File: src/rtl/fxc_pkg.sv
`timescale 1ns/1ps
package fxc_pkg;
  localparam int FIELD_W = 4;

  typedef struct packed {
    logic pmi;   // interrupt on wrap
    logic rsvd;  // reserved, always zero
    logic usr;   // count in user mode
    logic krn;   // count in kernel mode
  } fxc_field_t;

  function automatic logic field_allows(fxc_field_t f, logic user_mode);
    return user_mode ? f.usr : f.krn;
  endfunction
endpackage

File: src/rtl/fxc_rst_sync.sv
`timescale 1ns/1ps
module fxc_rst_sync (
  input  logic clk,
  input  logic rst_n_i,
  output logic rst_n_o
);
  logic [1:0] sync_q;

  always_ff @(posedge clk or negedge rst_n_i) begin
    if (!rst_n_i) sync_q <= 2'b00;
    else          sync_q <= {sync_q[0], 1'b1};
  end

  assign rst_n_o = sync_q[1];
endmodule

File: src/rtl/fxc_ctrl_reg.sv
`timescale 1ns/1ps
module fxc_ctrl_reg #(
  parameter int NUM_FIXED = 3
) (
  input  logic                              clk,
  input  logic                              rst_n,
  input  logic                              wr_en_i,
  input  logic [fxc_pkg::FIELD_W*NUM_FIXED-1:0] wr_data_i,
  output logic [fxc_pkg::FIELD_W*NUM_FIXED-1:0] ctrl_o
);
  localparam int CTRL_W = fxc_pkg::FIELD_W * NUM_FIXED;

  logic [CTRL_W-1:0] keep_mask;
  logic [CTRL_W-1:0] ctrl_d, ctrl_q;

  for (genvar i = 0; i < NUM_FIXED; i++) begin : g_mask
    assign keep_mask[fxc_pkg::FIELD_W*i +: fxc_pkg::FIELD_W] = 4'b1011;
  end

  always_comb begin
    ctrl_d = wr_data_i & keep_mask;
  end

  always_ff @(posedge clk or negedge rst_n) begin
    if (!rst_n)       ctrl_q <= '0;
    else if (wr_en_i) ctrl_q <= ctrl_d;
  end

  assign ctrl_o = ctrl_q;
endmodule

File: src/rtl/fxc_counter.sv
`timescale 1ns/1ps
module fxc_counter #(
  parameter int CNT_W = 48
) (
  input  logic               clk,
  input  logic               rst_n,
  input  fxc_pkg::fxc_field_t field_i,
  input  logic               user_mode_i,
  input  logic               glb_en_i,
  input  logic               event_i,
  input  logic               load_en_i,
  input  logic [CNT_W-1:0]   load_val_i,
  output logic [CNT_W-1:0]   value_o,
  output logic               wrap_o
);
  logic             count_en;
  logic             upd_en;
  logic [CNT_W-1:0] cnt_d, cnt_q;

  always_comb begin
    count_en = event_i & glb_en_i & fxc_pkg::field_allows(field_i, user_mode_i);
    upd_en   = load_en_i | count_en;
    if (load_en_i) cnt_d = load_val_i;
    else           cnt_d = cnt_q + CNT_W'(1);
    wrap_o   = count_en & ~load_en_i & (&cnt_q);
  end

  always_ff @(posedge clk or negedge rst_n) begin
    if (!rst_n)      cnt_q <= '0;
    else if (upd_en) cnt_q <= cnt_d;
  end

  assign value_o = cnt_q;
endmodule

File: src/rtl/fxc_status.sv
`timescale 1ns/1ps
module fxc_status #(
  parameter int NUM_FIXED = 3
) (
  input  logic                 clk,
  input  logic                 rst_n,
  input  logic [NUM_FIXED-1:0] set_i,
  input  logic [NUM_FIXED-1:0] clr_i,
  input  logic [NUM_FIXED-1:0] pmi_i,
  output logic [NUM_FIXED-1:0] status_o,
  output logic                 irq_o
);
  logic [NUM_FIXED-1:0] stat_d, stat_q;
  logic                 irq_d, irq_q;

  always_comb begin
    stat_d = (stat_q & ~clr_i) | set_i;
    irq_d  = |(set_i & pmi_i);
  end

  always_ff @(posedge clk or negedge rst_n) begin
    if (!rst_n) begin
      stat_q <= '0;
      irq_q  <= 1'b0;
    end else begin
      stat_q <= stat_d;
      irq_q  <= irq_d;
    end
  end

  assign status_o = stat_q;
  assign irq_o    = irq_q;
endmodule

File: src/rtl/fxc_unit.sv
`timescale 1ns/1ps
module fxc_unit #(
  parameter int NUM_FIXED  = 3,
  parameter int CNT_W      = 48,
  parameter int DATA_W     = 64,
  parameter int GLB_W      = 64,
  parameter int FIXED_BASE = 32,
  parameter int ADDR_W     = 4
) (
  input  logic                 clk,
  input  logic                 rst_n,
  input  logic [NUM_FIXED-1:0] event_i,
  input  logic                 user_mode_i,
  input  logic [GLB_W-1:0]     glb_ctrl_i,
  input  logic                 ovf_clr_valid_i,
  input  logic [GLB_W-1:0]     ovf_clr_data_i,
  input  logic                 wr_en_i,
  input  logic [ADDR_W-1:0]    wr_addr_i,
  input  logic [DATA_W-1:0]    wr_data_i,
  input  logic [ADDR_W-1:0]    rd_addr_i,
  output logic [DATA_W-1:0]    rd_data_o,
  output logic [GLB_W-1:0]     glb_status_o,
  output logic                 irq_o
);
  localparam int CTRL_W = fxc_pkg::FIELD_W * NUM_FIXED;

  logic                 rst_n_s;
  logic [CTRL_W-1:0]    ctrl;
  logic                 ctrl_wr;
  logic [NUM_FIXED-1:0] wrap, pmi, clr, status;
  logic [CNT_W-1:0]     cnt_val [NUM_FIXED];

  fxc_rst_sync u_rst (
    .clk     (clk),
    .rst_n_i (rst_n),
    .rst_n_o (rst_n_s)
  );

  assign ctrl_wr = wr_en_i && (wr_addr_i == '0);

  fxc_ctrl_reg #(.NUM_FIXED(NUM_FIXED)) u_ctrl (
    .clk       (clk),
    .rst_n     (rst_n_s),
    .wr_en_i   (ctrl_wr),
    .wr_data_i (wr_data_i[CTRL_W-1:0]),
    .ctrl_o    (ctrl)
  );

  for (genvar i = 0; i < NUM_FIXED; i++) begin : g_cnt
    fxc_pkg::fxc_field_t fld;
    logic                ld;
    assign fld    = fxc_pkg::fxc_field_t'(ctrl[fxc_pkg::FIELD_W*i +: fxc_pkg::FIELD_W]);
    assign ld     = wr_en_i && (wr_addr_i == ADDR_W'(i + 1));
    assign pmi[i] = fld.pmi;
    assign clr[i] = ovf_clr_valid_i & ovf_clr_data_i[FIXED_BASE + i];

    fxc_counter #(.CNT_W(CNT_W)) u_counter (
      .clk         (clk),
      .rst_n       (rst_n_s),
      .field_i     (fld),
      .user_mode_i (user_mode_i),
      .glb_en_i    (glb_ctrl_i[FIXED_BASE + i]),
      .event_i     (event_i[i]),
      .load_en_i   (ld),
      .load_val_i  (wr_data_i[CNT_W-1:0]),
      .value_o     (cnt_val[i]),
      .wrap_o      (wrap[i])
    );
  end

  fxc_status #(.NUM_FIXED(NUM_FIXED)) u_status (
    .clk      (clk),
    .rst_n    (rst_n_s),
    .set_i    (wrap),
    .clr_i    (clr),
    .pmi_i    (pmi),
    .status_o (status),
    .irq_o    (irq_o)
  );

  always_comb begin
    glb_status_o = '0;
    glb_status_o[FIXED_BASE +: NUM_FIXED] = status;
  end

  always_comb begin
    rd_data_o = '0;
    if (rd_addr_i == '0) rd_data_o[CTRL_W-1:0] = ctrl;
    for (int i = 0; i < NUM_FIXED; i++) begin
      if (rd_addr_i == ADDR_W'(i + 1)) rd_data_o[CNT_W-1:0] = cnt_val[i];
    end
  end
endmodule

File: config.mk
export PLATFORM = sky130hd
export DESIGN_NAME = fxc_unit
export DESIGN_NICKNAME = d
export VERILOG_FILES = /design/src/rtl/fxc_pkg.sv /design/src/rtl/fxc_rst_sync.sv /design/src/rtl/fxc_ctrl_reg.sv /design/src/rtl/fxc_counter.sv /design/src/rtl/fxc_status.sv /design/src/rtl/fxc_unit.sv
export SDC_FILE = /design/constraint.sdc
export NUM_CORES = 1
export LEC_CHECK = 0
export ABC_AREA = 1
export BUFFER_PORTS_ARGS = -buffer_cell sky130_fd_sc_hd__buf_2
export CORE_ASPECT_RATIO = 1.75
export CORE_MARGIN = 8
export CORE_UTILIZATION = 58
export DETAILED_ROUTE_END_ITERATION = 7
export PLACE_DENSITY = 0.87
export RECOVER_POWER = 100
export SLEW_MARGIN = 25
export SYNTH_ARGS = -nofsm -noshare
export SYNTH_HDL_FRONTEND = slang
export SYNTH_SLANG_ARGS = --single-unit
File: constraint.sdc
create_clock -name clk -period 15.06 [get_ports clk]
set_input_delay 0.753 -clock clk [delete_from_list [all_inputs] [get_ports clk]]
set_output_delay 0.753 -clock clk [all_outputs]
set_load 0.01 [all_outputs]
# Word-level counts from Yosys, hierarchy flattened
# Index checks and enable logic that the tools add are counted.
# Widths: inputs -> output; s select.
dict set report word_totals {
  reg_bits 159
  inputBits 208
  out_inout_bits 129
  wordCells 61
}
dict set report op_classes {
  add_sub_neg 3
  eq_ne 6
  muxes 10
  bitwise 25
  reduce_logical 10
}
# op n
set ops {}
lappend ops {{$mux 48} 6}
lappend ops {{$add 48x1->48 const B} 3}
lappend ops {{$reduce_and 48->1} 3}
lappend ops {{$eq 4x2->1 const B} 4}
lappend ops {{$and 1x1->1} 15}
lappend ops {{$mux 12} 1}
lappend ops {{$eq 4x1->1 const B} 2}
lappend ops {{$logic_not 4->1} 2}
lappend ops {{$and 3x3->3} 2}
lappend ops {{$logic_and 1x1->1} 4}
lappend ops {{$mux 1} 3}
lappend ops {{$not 1->1} 3}
lappend ops {{$not 3->3} 1}
lappend ops {{$or 1x1->1} 3}
lappend ops {{$or 3x3->3} 1}
lappend ops {{$reduce_or 3->1} 1}

# Logic depth before layout (Yosys ltp)
# Gate-level depths: netlist (run 1).
dict set report logic_depth {
  ltp_word 7
  mapped_depth 11
  ltp_nobuf 11
}

# Modules after synthesis
# Synthesis (run 1) repeated with hierarchy kept, for this count alone.
dict set report hier_totals {
  hier_cells 2250
  area_unflattened_um2 13723.2
}
# mod instances cells_per_inst area_each_um2 seq_area_each_um2
set modules_own_cells {}
lappend modules_own_cells {fxc_counter 3 619 3747.3 1201.2}
lappend modules_own_cells {fxc_unit 1 334 1875.5 0.0}
lappend modules_own_cells {fxc_ctrl_reg 1 42 367.9 225.2}
lappend modules_own_cells {fxc_status 1 14 183.9 100.1}
lappend modules_own_cells {fxc_rst_sync 1 3 53.8 50.0}

# Worst setup path after synthesis (run 1)
# No wires, ideal clock.
dict set report synth_path {
  path_kind {in2out}
  from {input rd_addr_i[1]}
  to {output rd_data_o[12]}
  t_arrival_ns 1.738
  t_required_ns 14.307
  setup_slack_ns 12.569
  cell_stages 7
  cell_sequence {buf_4 > inv_2 > nor4_2 > buf_2 > buf_2 > nand2_1 > o211ai_1}
}
dict set report synth_between {
  elab_chain_cells 4
  word_cells_on_any_way 6
}
# item line_no
set synth_rtl {}
lappend synth_rtl {{start, declared} fxc_unit.sv:20} ;# input logic [ADDR_W-1:0] rd_addr_i,
lappend synth_rtl {{$eq 4x1->1} fxc_unit.sv:90} ;# if (rd_addr_i == ADDR_W'(i + 1)) rd_data_o[CNT_W-1:0] = cnt_val[i];
lappend synth_rtl {{$mux 48 (2 in series)} fxc_unit.sv:90}
lappend synth_rtl {{$mux 48 *} fxc_unit.sv:90}
lappend synth_rtl {{end, declared} fxc_unit.sv:21} ;# output logic [DATA_W-1:0] rd_data_o,
# Mark *: on every way between the ends. The rest lies on a longest branch, timed or not.

==> implementation parameters, run 1 <==
Parameter                              Value

Synth
  Post-synth EDFFs    0
  Distinct cell type count of the synthesized netlist    40
  Summed instance area of the synthesized netlist    12,900 um^2
  Yosys warnings    0
  Sequential fraction of the synthesis area    30.8%
  Number of synthesized register bits    159
  Share of synthesized flip-flops with an asynchronous set or reset    100%
  Share of Yosys cell area claimed by the top area cell type    30.8%
  Flip-flop cell with the highest count after synthesis    sky130_fd_sc_hd__dfrtp_1
  Synth top area cells    sky130_fd_sc_hd__dfrtp_1, sky130_fd_sc_hd__nand2_1, sky130_fd_sc_hd__inv_1
  Synthesized netlist cell count    2,006
  Most area-hungry cell type in the Yosys netlist    sky130_fd_sc_hd__dfrtp_1
  Synthesized area per cell    6.44 um^2

Route
  Vias    14.2k
  Residual antenna-violating net count after detailed routing    0
  Wire length after detailed routing    52,200 um
  Violation count after the first detailed-routing iteration    1,592
  Detail-routed net length per standard cell    21.7 um
  Number of iterations in the first detailed-routing pass    8
  Detailed-route vias per instance    5.88
  DRC errors left    0

Placement
  Buffers on Ports    121
  Placed wire-length estimate    40,800 um
  Weighted congestion reported at the end of routability-driven placement    1.04

GRT
  Number of global-route vias before repair    13.9k
  Number of antenna violations at the first check in global routing    0
  Pin count of the biggest net entering global routing    70
  Total gr overflow    0
  All-layer global routing usage    38.7%
  Global-route wire length before repair    78,700 um

Die
  Initial Utilization    58.8%
  Die outline area    27,500 um^2
  Core area    22,000 um^2
  Die Span Y    213 um
  Ports    337
  Die outline width    129 um
  Num rows    72

Setup path
  Worst path arrival time    7.23 ns
  Critical Path Start    u_rst.sync_q[1]$_DFF_PN0_
  Crit Path Category    register to async pin
  Reg-to-reg slack, setup    7.82 ns
  Critical Path Source Type    register
  Crit end category    async pin
  Endpoint of the worst-slack reg-to-reg timing path    g_cnt[0].u_counter.value_o[42]$_DFFE_PN0P_
  R2R cell count    2
  Worst R2R Start    u_rst.sync_q[1]$_DFF_PN0_
  Required time reported for the critical path endpoint    15.06 ns
  Critical path endpoint    g_cnt[0].u_counter.value_o[42]$_DFFE_PN0P_
  Worst Path Max Fanout    69

Status
  Run status    complete, but fails checks
  Violated checks    capacitance limit, slew limit

Layout
  Fraction of layout cells with a size suffix above 1    7.29%
  Antenna Diode Count    0
  Most common cell after layout, fill and taps aside    sky130_fd_sc_hd__nand2_1
  Number of nets in the final layout    2,312
  Area added between synthesis and finish    7.58%
  Filler Cells Inserted    2,191
  Sequential cell area    3980 um^2
  Multi-input gate area in the final layout    7470 um^2
  Most frequent cells in the layout    sky130_fd_sc_hd__nand2_1, sky130_fd_sc_hd__inv_1, sky130_fd_sc_hd__nor2_1

CTS
  Number of buffers added for setup after CTS    0
  Number of gates resized after cts    0
  Maximum level of the CTS H-tree    4
  Clock insertion delay at the later pin of the skew report    0.46 ns
  Clock tree from TritonCTS    done
  Number of clock sinks    159
  Number of buffers on the longest clock path    2
  Clock transition at the registers of the reported paths    0.06 ns
  TritonCTS Buffers    17
  Buffer type at the clock tree root    sky130_fd_sc_hd__clkbuf_16
  Post-CTS Hold Fix Bufs    0

STA
  RSZ-0062 raised after global routing    false
  Fin Setup TNS    0 ns
  Slew Viols, Final    321
  Max Fclk    138 MHz
  Final hold violations    0
  Fraction of the cycle the final worst path needs    48.1%
  Worst rel slew slack    -183%
  Worst-margin pin slew    4.24 ns
  Min Clock Period, post-route    7.24 ns
  Final clock skew    0.00604 ns
  Number of failing setup endpoints in the final timing report    0

Worst hold path
  Worst min-delay path category    primary input to async pin

Pwr
  LEAKAGE    6.20 nW
  Power density of the placed cells    130 nW/um^2
  Total Power Consumption    1.81 mW
  Max IR drop VDD    0.0818 mV

Job
  Maxcap violations    7
==> synthesized netlist by cell type, types with 2 or more instances <==
| cell | number |
|---|---|
| sky130_fd_sc_hd__a21oi_1 | 13 |
| sky130_fd_sc_hd__buf_1 | 4 |
| sky130_fd_sc_hd__buf_2 | 25 |
| sky130_fd_sc_hd__buf_4 | 80 |
| sky130_fd_sc_hd__clkbuf_1 | 20 |
| sky130_fd_sc_hd__clkinv_1 | 3 |
| sky130_fd_sc_hd__conb_1 | 2 |
| sky130_fd_sc_hd__dfrtp_1 | 159 |
| sky130_fd_sc_hd__ha_1 | 3 |
| sky130_fd_sc_hd__inv_1 | 233 |
| sky130_fd_sc_hd__inv_2 | 9 |
| sky130_fd_sc_hd__nand2_1 | 692 |
| sky130_fd_sc_hd__nand2_2 | 10 |
| sky130_fd_sc_hd__nand2_4 | 2 |
| sky130_fd_sc_hd__nand3_1 | 154 |
| sky130_fd_sc_hd__nand3_2 | 3 |
| sky130_fd_sc_hd__nand3_4 | 2 |
| sky130_fd_sc_hd__nand4_1 | 45 |
| sky130_fd_sc_hd__nor2_1 | 231 |
| sky130_fd_sc_hd__nor2_2 | 23 |
| sky130_fd_sc_hd__nor2_4 | 13 |
| sky130_fd_sc_hd__nor3_1 | 9 |
| sky130_fd_sc_hd__nor3_4 | 2 |
| sky130_fd_sc_hd__nor3b_1 | 3 |
| sky130_fd_sc_hd__o2111ai_1 | 4 |
| sky130_fd_sc_hd__o211ai_1 | 17 |
| sky130_fd_sc_hd__o21ai_0 | 28 |
| sky130_fd_sc_hd__o21ai_1 | 8 |
| sky130_fd_sc_hd__o21bai_1 | 20 |
| sky130_fd_sc_hd__o221ai_1 | 59 |
| sky130_fd_sc_hd__o22ai_1 | 50 |
| sky130_fd_sc_hd__xnor2_1 | 15 |
| sky130_fd_sc_hd__xor2_1 | 58 |
==> per-layer routing <==
metal  vias up  GRT usage, %  share of wire, %
met4         0          27.7               7.9
met3       189          7.59                11
met5         -             0                 0
met1      6505          45.6                36
met2       965          62.0                46
li1       6496             -                 -
==> worst min-delay path by stage <==
stage,slack (ns),cells after the start,to
finish,0.07,1,u_rst.sync_q[0]$_DFF_PN0_
CTS,0.05,1,u_rst.sync_q[1]$_DFF_PN0_
detailed placement,0.35,0,u_rst.sync_q[1]$_DFF_PN0_
global route,0.06,1,u_rst.sync_q[1]$_DFF_PN0_
floorplan,0.33,0,u_rst.sync_q[1]$_DFF_PN0_
global placement,0.34,0,u_rst.sync_q[1]$_DFF_PN0_
==> cell families (layout without fill, tap and decap cells) <==
group           Yosys count  after routing  synth area share (%)
simple gates           1195           1195                  39.7
buf+inv                 374            405                  13.4
compound gates          200            200                  10.8
flops                   159            159                  30.8
xor+xnor                 73             73                  4.95
fa+ha+maj                 3              3                 0.291
other cells               2             78                0.0581
==> sequential cells by signal, indices dropped and copies added, names as in the netlist <==
register	cells
u_status.irq_o	1
g_cnt.u_counter.value_o	144
u_rst.sync_q	2
u_status.status_o	3
u_ctrl.ctrl_o	9
==> area by class of cell <==
type                    instances  area share, %
clock buffers                  26           3.59
multi-input cells            1549           53.7
well taps                     296           2.66
clock inverters                 5          0.576
repair buffers                129           4.19
inverters                     245           6.62
flip-flops and latches        159           28.6
==> worst max-delay path, stage by stage (launching register included) <==
cell,delay (ns)
sky130_fd_sc_hd__dfrtp_1,1.60
sky130_fd_sc_hd__clkbuf_1,3.05
sky130_fd_sc_hd__clkbuf_1,2.05
==> report_power, final <==
group	switching, mW	total, mW	internal [mW]
Sequential	0.224	0.794	0.571
Combinational	0.361	0.565	0.204
Clock	0.189	0.450	0.261
Total	0.774	1.81	1.03
==> per-stage QoR <==
stage / util, % / worst slack (ns) / std cells / instance area (um^2) / hold slack [ns]
2_1_floorplan: - / 10.30 / 2082 / 13200 / 0.331
5_1_grt: 63.2 / 6.72 / 2409 / 13900 / 0.0622
3_5_place_dp: 61.1 / 11.57 / 2378 / 13400 / 0.354
4_1_cts: 63.8 / 11.56 / 2409 / 14000 / 0.0535
3_3_place_gp: 61.1 / 11.61 / 2378 / 13400 / 0.338
6_report: 63.2 / 7.82 / 2409 / 13900 / 0.0680
No activity file was read; power rests on OpenSTA's default activity.
==> run 2: changes to the inputs <==
ABC_AREA = 0   (was 1)
CORE_UTILIZATION = 48   (was 58)
PLACE_DENSITY = 0.78   (was 0.87)
clock period = 6 ns   (was 15.06 ns; I/O delays follow)
==> run 2 against run 1 <==
Against the previous run:
- the run still ends with capacitance limit, slew limit left
- final cell count decreased by 29%
- design area down 12%
- register-to-register slack lost 5.4 ns
- clock skew is 0.0052 ns higher
- area after synthesis is 14% lower
- combinational power is 47% higher
- setup slack got worse by 5.9 ns
- clock-buffer cell count fell by 6
- hold slack better by 0.068 ns
- non-clock buffer count rose by 4
- wire length decreased by 24%
- critical endpoint is now rd_data_o[21]
- highest routed layer is now met5
==> implementation parameters, run 2 <==
Parameter                              Value

Status
  Run status    complete, but fails checks (unchanged)
  Violated checks    capacitance limit, slew limit (unchanged)

Die
  Initial Utilization    48.9% (was 58.8%)
  Ports    337 (unchanged)
  Core area    22,700 um^2 (was 22,000 um^2)
  Die outline width    131 um (was 129 um)
  Num rows    73 (was 72)
  Die Span Y    217 um (was 213 um)
  Die outline area    28,500 um^2 (was 27,500 um^2)

CTS
  TritonCTS Buffers    17 (unchanged)
  Buffer type at the clock tree root    sky130_fd_sc_hd__clkbuf_16 (unchanged)
  Clock tree from TritonCTS    done (unchanged)
  Number of buffers on the longest clock path    2 (unchanged)
  Number of clock sinks    159 (unchanged)
  Maximum level of the CTS H-tree    4 (unchanged)
  Clock transition at the registers of the reported paths    0.06 ns (about the same)
  Number of gates resized after cts    0 (unchanged)
  Clock insertion delay at the later pin of the skew report    0.44 ns (was 0.46 ns)

Pwr
  Power density of the placed cells    309 nW/um^2 (was 130 nW/um^2)
  Sequential share of power    45.8% (was 43.9%)
  Reported net switching power    1.32 mW (was 0.774 mW)
  Total Power Consumption    3.76 mW (was 1.81 mW)
  Clock group share of total power    32.1% (was 24.9%)
  Logic gate share of total power    22.1% (was 31.2%)
  Max IR drop VDD    0.174 mV (was 0.0818 mV)
  LEAKAGE    4.64 nW (was 6.20 nW)
  Cell Int Power    2.44 mW (was 1.03 mW)
  Switching part of the total power    35.0% (was 42.8%)

Setup path
  Required time reported for the critical path endpoint    5.70 ns (was 15.06 ns)
  Critical Path Source Type    primary input (was register)
  Crit end category    output pin (was async pin)
  Worst R2R Start    g_cnt[2].u_counter.value_o[8]$_DFFE_PN0P_ (was u_rst.sync_q[1]$_DFF_PN0_)
  Reg-to-reg slack, setup    2.39 ns (was 7.82 ns)
  R2R cell count    5 (was 2)
  Worst path arrival time    3.76 ns (was 7.23 ns)
  Worst Path Max Fanout    49 (was 69)
  Crit Path Category    primary input to output pin (was register to async pin)
  Endpoint of the worst-slack reg-to-reg timing path    u_status.irq_o$_DFF_PN0_ (was g_cnt[0].u_counter.value_o[42]$_DFFE_PN0P_)

Synth
  Synthesized netlist cell count    1,324 (was 2,006)
  Yosys warnings    0 (unchanged)
  Distinct cell type count of the synthesized netlist    50 (was 40)
  Share of synthesized flip-flops with an asynchronous set or reset    100% (unchanged)
  Flip-flop cell with the highest count after synthesis    sky130_fd_sc_hd__dfrtp_1 (unchanged)
  Synth top area cells    sky130_fd_sc_hd__dfrtp_1, sky130_fd_sc_hd__nand2_1, sky130_fd_sc_hd__buf_4 (was sky130_fd_sc_hd__dfrtp_1, sky130_fd_sc_hd__nand2_1, sky130_fd_sc_hd__inv_1)
  Share of Yosys cell area claimed by the top area cell type    35.8% (was 30.8%)
  Most area-hungry cell type in the Yosys netlist    sky130_fd_sc_hd__dfrtp_1 (unchanged)
  Most common library cells after synthesis    sky130_fd_sc_hd__nand2_1, sky130_fd_sc_hd__dfrtp_1, sky130_fd_sc_hd__o21ai_0 (was sky130_fd_sc_hd__nand2_1, sky130_fd_sc_hd__inv_1, sky130_fd_sc_hd__nor2_1)
  Summed instance area of the synthesized netlist    11,100 um^2 (was 12,900 um^2)
  Synthesized area per cell    8.39 um^2 (was 6.44 um^2)
  Most repeated cell in the gate-level netlist after synthesis    sky130_fd_sc_hd__nand2_1 (unchanged)
  Post-synth EDFFs    0 (unchanged)
  Number of synthesized register bits    159 (unchanged)
  Sequential fraction of the synthesis area    35.8% (was 30.8%)

Layout
  Most frequent cells in the layout    sky130_fd_sc_hd__nand2_1, sky130_fd_sc_hd__dfrtp_1, sky130_fd_sc_hd__o21ai_0 (was sky130_fd_sc_hd__nand2_1, sky130_fd_sc_hd__inv_1, sky130_fd_sc_hd__nor2_1)
  Number of nets in the final layout    1,611 (was 2,312)
  Antenna Diode Count    0 (unchanged)
  Area added between synthesis and finish    9.62% (was 7.58%)
  Largest register FFs    144 (unchanged)
  Final standard cell utilization of the core    53.6% (was 63.2%)
  Fraction of layout cells with a size suffix above 1    12.5% (was 7.29%)
  Most common cell after layout, fill and taps aside    sky130_fd_sc_hd__nand2_1 (unchanged)

Route
  Violation count after the first detailed-routing iteration    1,306 (was 1,592)
  Residual antenna-violating net count after detailed routing    0 (unchanged)
  Wire length after detailed routing    39,900 um (was 52,200 um)
  DRC errors left    0 (unchanged)
  Vias    10.9k (was 14.2k)
  Detailed-route vias per instance    6.36 (was 5.88)
  Number of iterations in the first detailed-routing pass    8 (unchanged)
  Detail-routed net length per standard cell    23.3 um (was 21.7 um)

GRT
  Total gr overflow    0 (unchanged)
  All-layer global routing usage    27.9% (was 38.7%)
  Number of global-route vias before repair    10.6k (was 13.9k)
  Global-route wire length before repair    59,400 um (was 78,700 um)
  Pin count of the biggest net entering global routing    82 (was 70)
  Number of antenna violations at the first check in global routing    1 (was 0)

STA
  Number of failing setup endpoints in the final timing report    0 (unchanged)
  Final hold violations    0 (unchanged)
  Min Clock Period, post-route    4.06 ns
  Slew Viols, Final    349 (was 321)
  Max Fclk    246 MHz
  Worst-margin pin slew    3.03 ns (was 4.24 ns)
  Final clock skew    0.0112 ns (was 0.00604 ns)
  Worst rel slew slack    -102% (was -183%)
  Fraction of the cycle the final worst path needs    67.6%
  Fin Setup TNS    0 ns (unchanged)
  RSZ-0062 raised after global routing    false (unchanged)

Worst hold path
  Min-Delay Endpoint    g_cnt[0].u_counter.value_o[21]$_DFFE_PN0P_
  Worst hold stages    3
  Worst min-delay path category    primary input to register (was primary input to async pin)
  Worst min-delay path startpoint    wr_data_i[21]

Placement
  Placed wire-length estimate    29,100 um (was 40,800 um)
  Buffers on Ports    121 (unchanged)
  Weighted congestion reported at the end of routability-driven placement    1.01 (was 1.04)

Job
  Maxcap violations    7 (unchanged)
[run 2: timing repair]
action,in CTS,in global routing
hold endpoints to repair,2,0
buffers inserted,0,0
hold buffers,1,0
[run 2: per-layer routing]
layer  GRT usage, %  share of wire, %
met1           30.3                34
met2           44.4                47
met3           4.60               8.2
met4           27.4                11
met5              0             0.028
[run 2: worst max path at each step]
stage	from	to	slack, ns	cells after the start
final	rd_addr_i[0]	rd_data_o[21]	1.94	6
after global routing	rd_addr_i[0]	rd_data_o[21]	1.76	6
after CTS	g_cnt[2].u_counter.value_o[8]$_DFFE_PN0P_	u_status.irq_o$_DFF_PN0_	3.00	5
after detailed placement	user_mode_i	u_status.irq_o$_DFF_PN0_	3.02	6
after global placement	user_mode_i	u_status.irq_o$_DFF_PN0_	3.02	6
after floorplan	u_rst.sync_q[1]$_DFF_PN0_	g_cnt[0].u_counter.value_o[0]$_DFFE_PN0P_	1.24	0
[run 2: power by group through the flow]
| stage | Combinational, mW | Sequential (mW) | Clock [mW] |
|---|---|---|---|
| floorplan | 0.634 | 1.57 | 0 |
| global placement | 0.779 | 1.71 | 0 |
| detailed placement | 0.798 | 1.72 | 0 |
| CTS | 0.810 | 1.71 | 1.21 |
| global route | 0.903 | 1.75 | 1.25 |
| finish | 0.829 | 1.72 | 1.21 |
[run 2: cell type report]
cell class | instances | area [um^2]
Multi-Input combinational cell | 1070 | 6490
Fill cell | 2165 | 10600
Timing Repair Buffer | 133 | 622
Sequential cell | 159 | 3980
Clock inverter | 10 | 186
Inverter | 19 | 71.3
Clock buffer | 20 | 457
Tap cell | 300 | 375
[run 2: worst max-delay path, cell delays in order]
cell and delay, ns:
sky130_fd_sc_hd__clkbuf_1 1.79, sky130_fd_sc_hd__nor2b_2 0.03, sky130_fd_sc_hd__clkbuf_1 0.78, sky130_fd_sc_hd__a22oi_1 0.59, sky130_fd_sc_hd__nor2_1 0.08, sky130_fd_sc_hd__clkbuf_1 0.17
[run 2: cells by family after synthesis]
group / count (synthesis) / share of synthesized area (%)
simple gates: 603 / 28.0
compound gates: 217 / 11.7
buf+inv: 171 / 8.40
flops: 159 / 35.8
xor+xnor: 94 / 7.41
mux: 75 / 8.30
fa+ha+maj: 3 / 0.338
other cells: 2 / 0.0676
[run 2: per-stage QoR]
stage	std cells	hold WS (ns)	worst slack, ns	area [um^2]
3_5_place_dp	1679	0.0887	3.02	11600
6_report	1711	0.136	1.94	12200
3_3_place_gp	1679	0.0849	3.02	11600
5_1_grt	1711	0.139	1.76	12200
2_1_floorplan	1400	0.00441	1.24	11400
4_1_cts	1710	0.126	3.00	12300
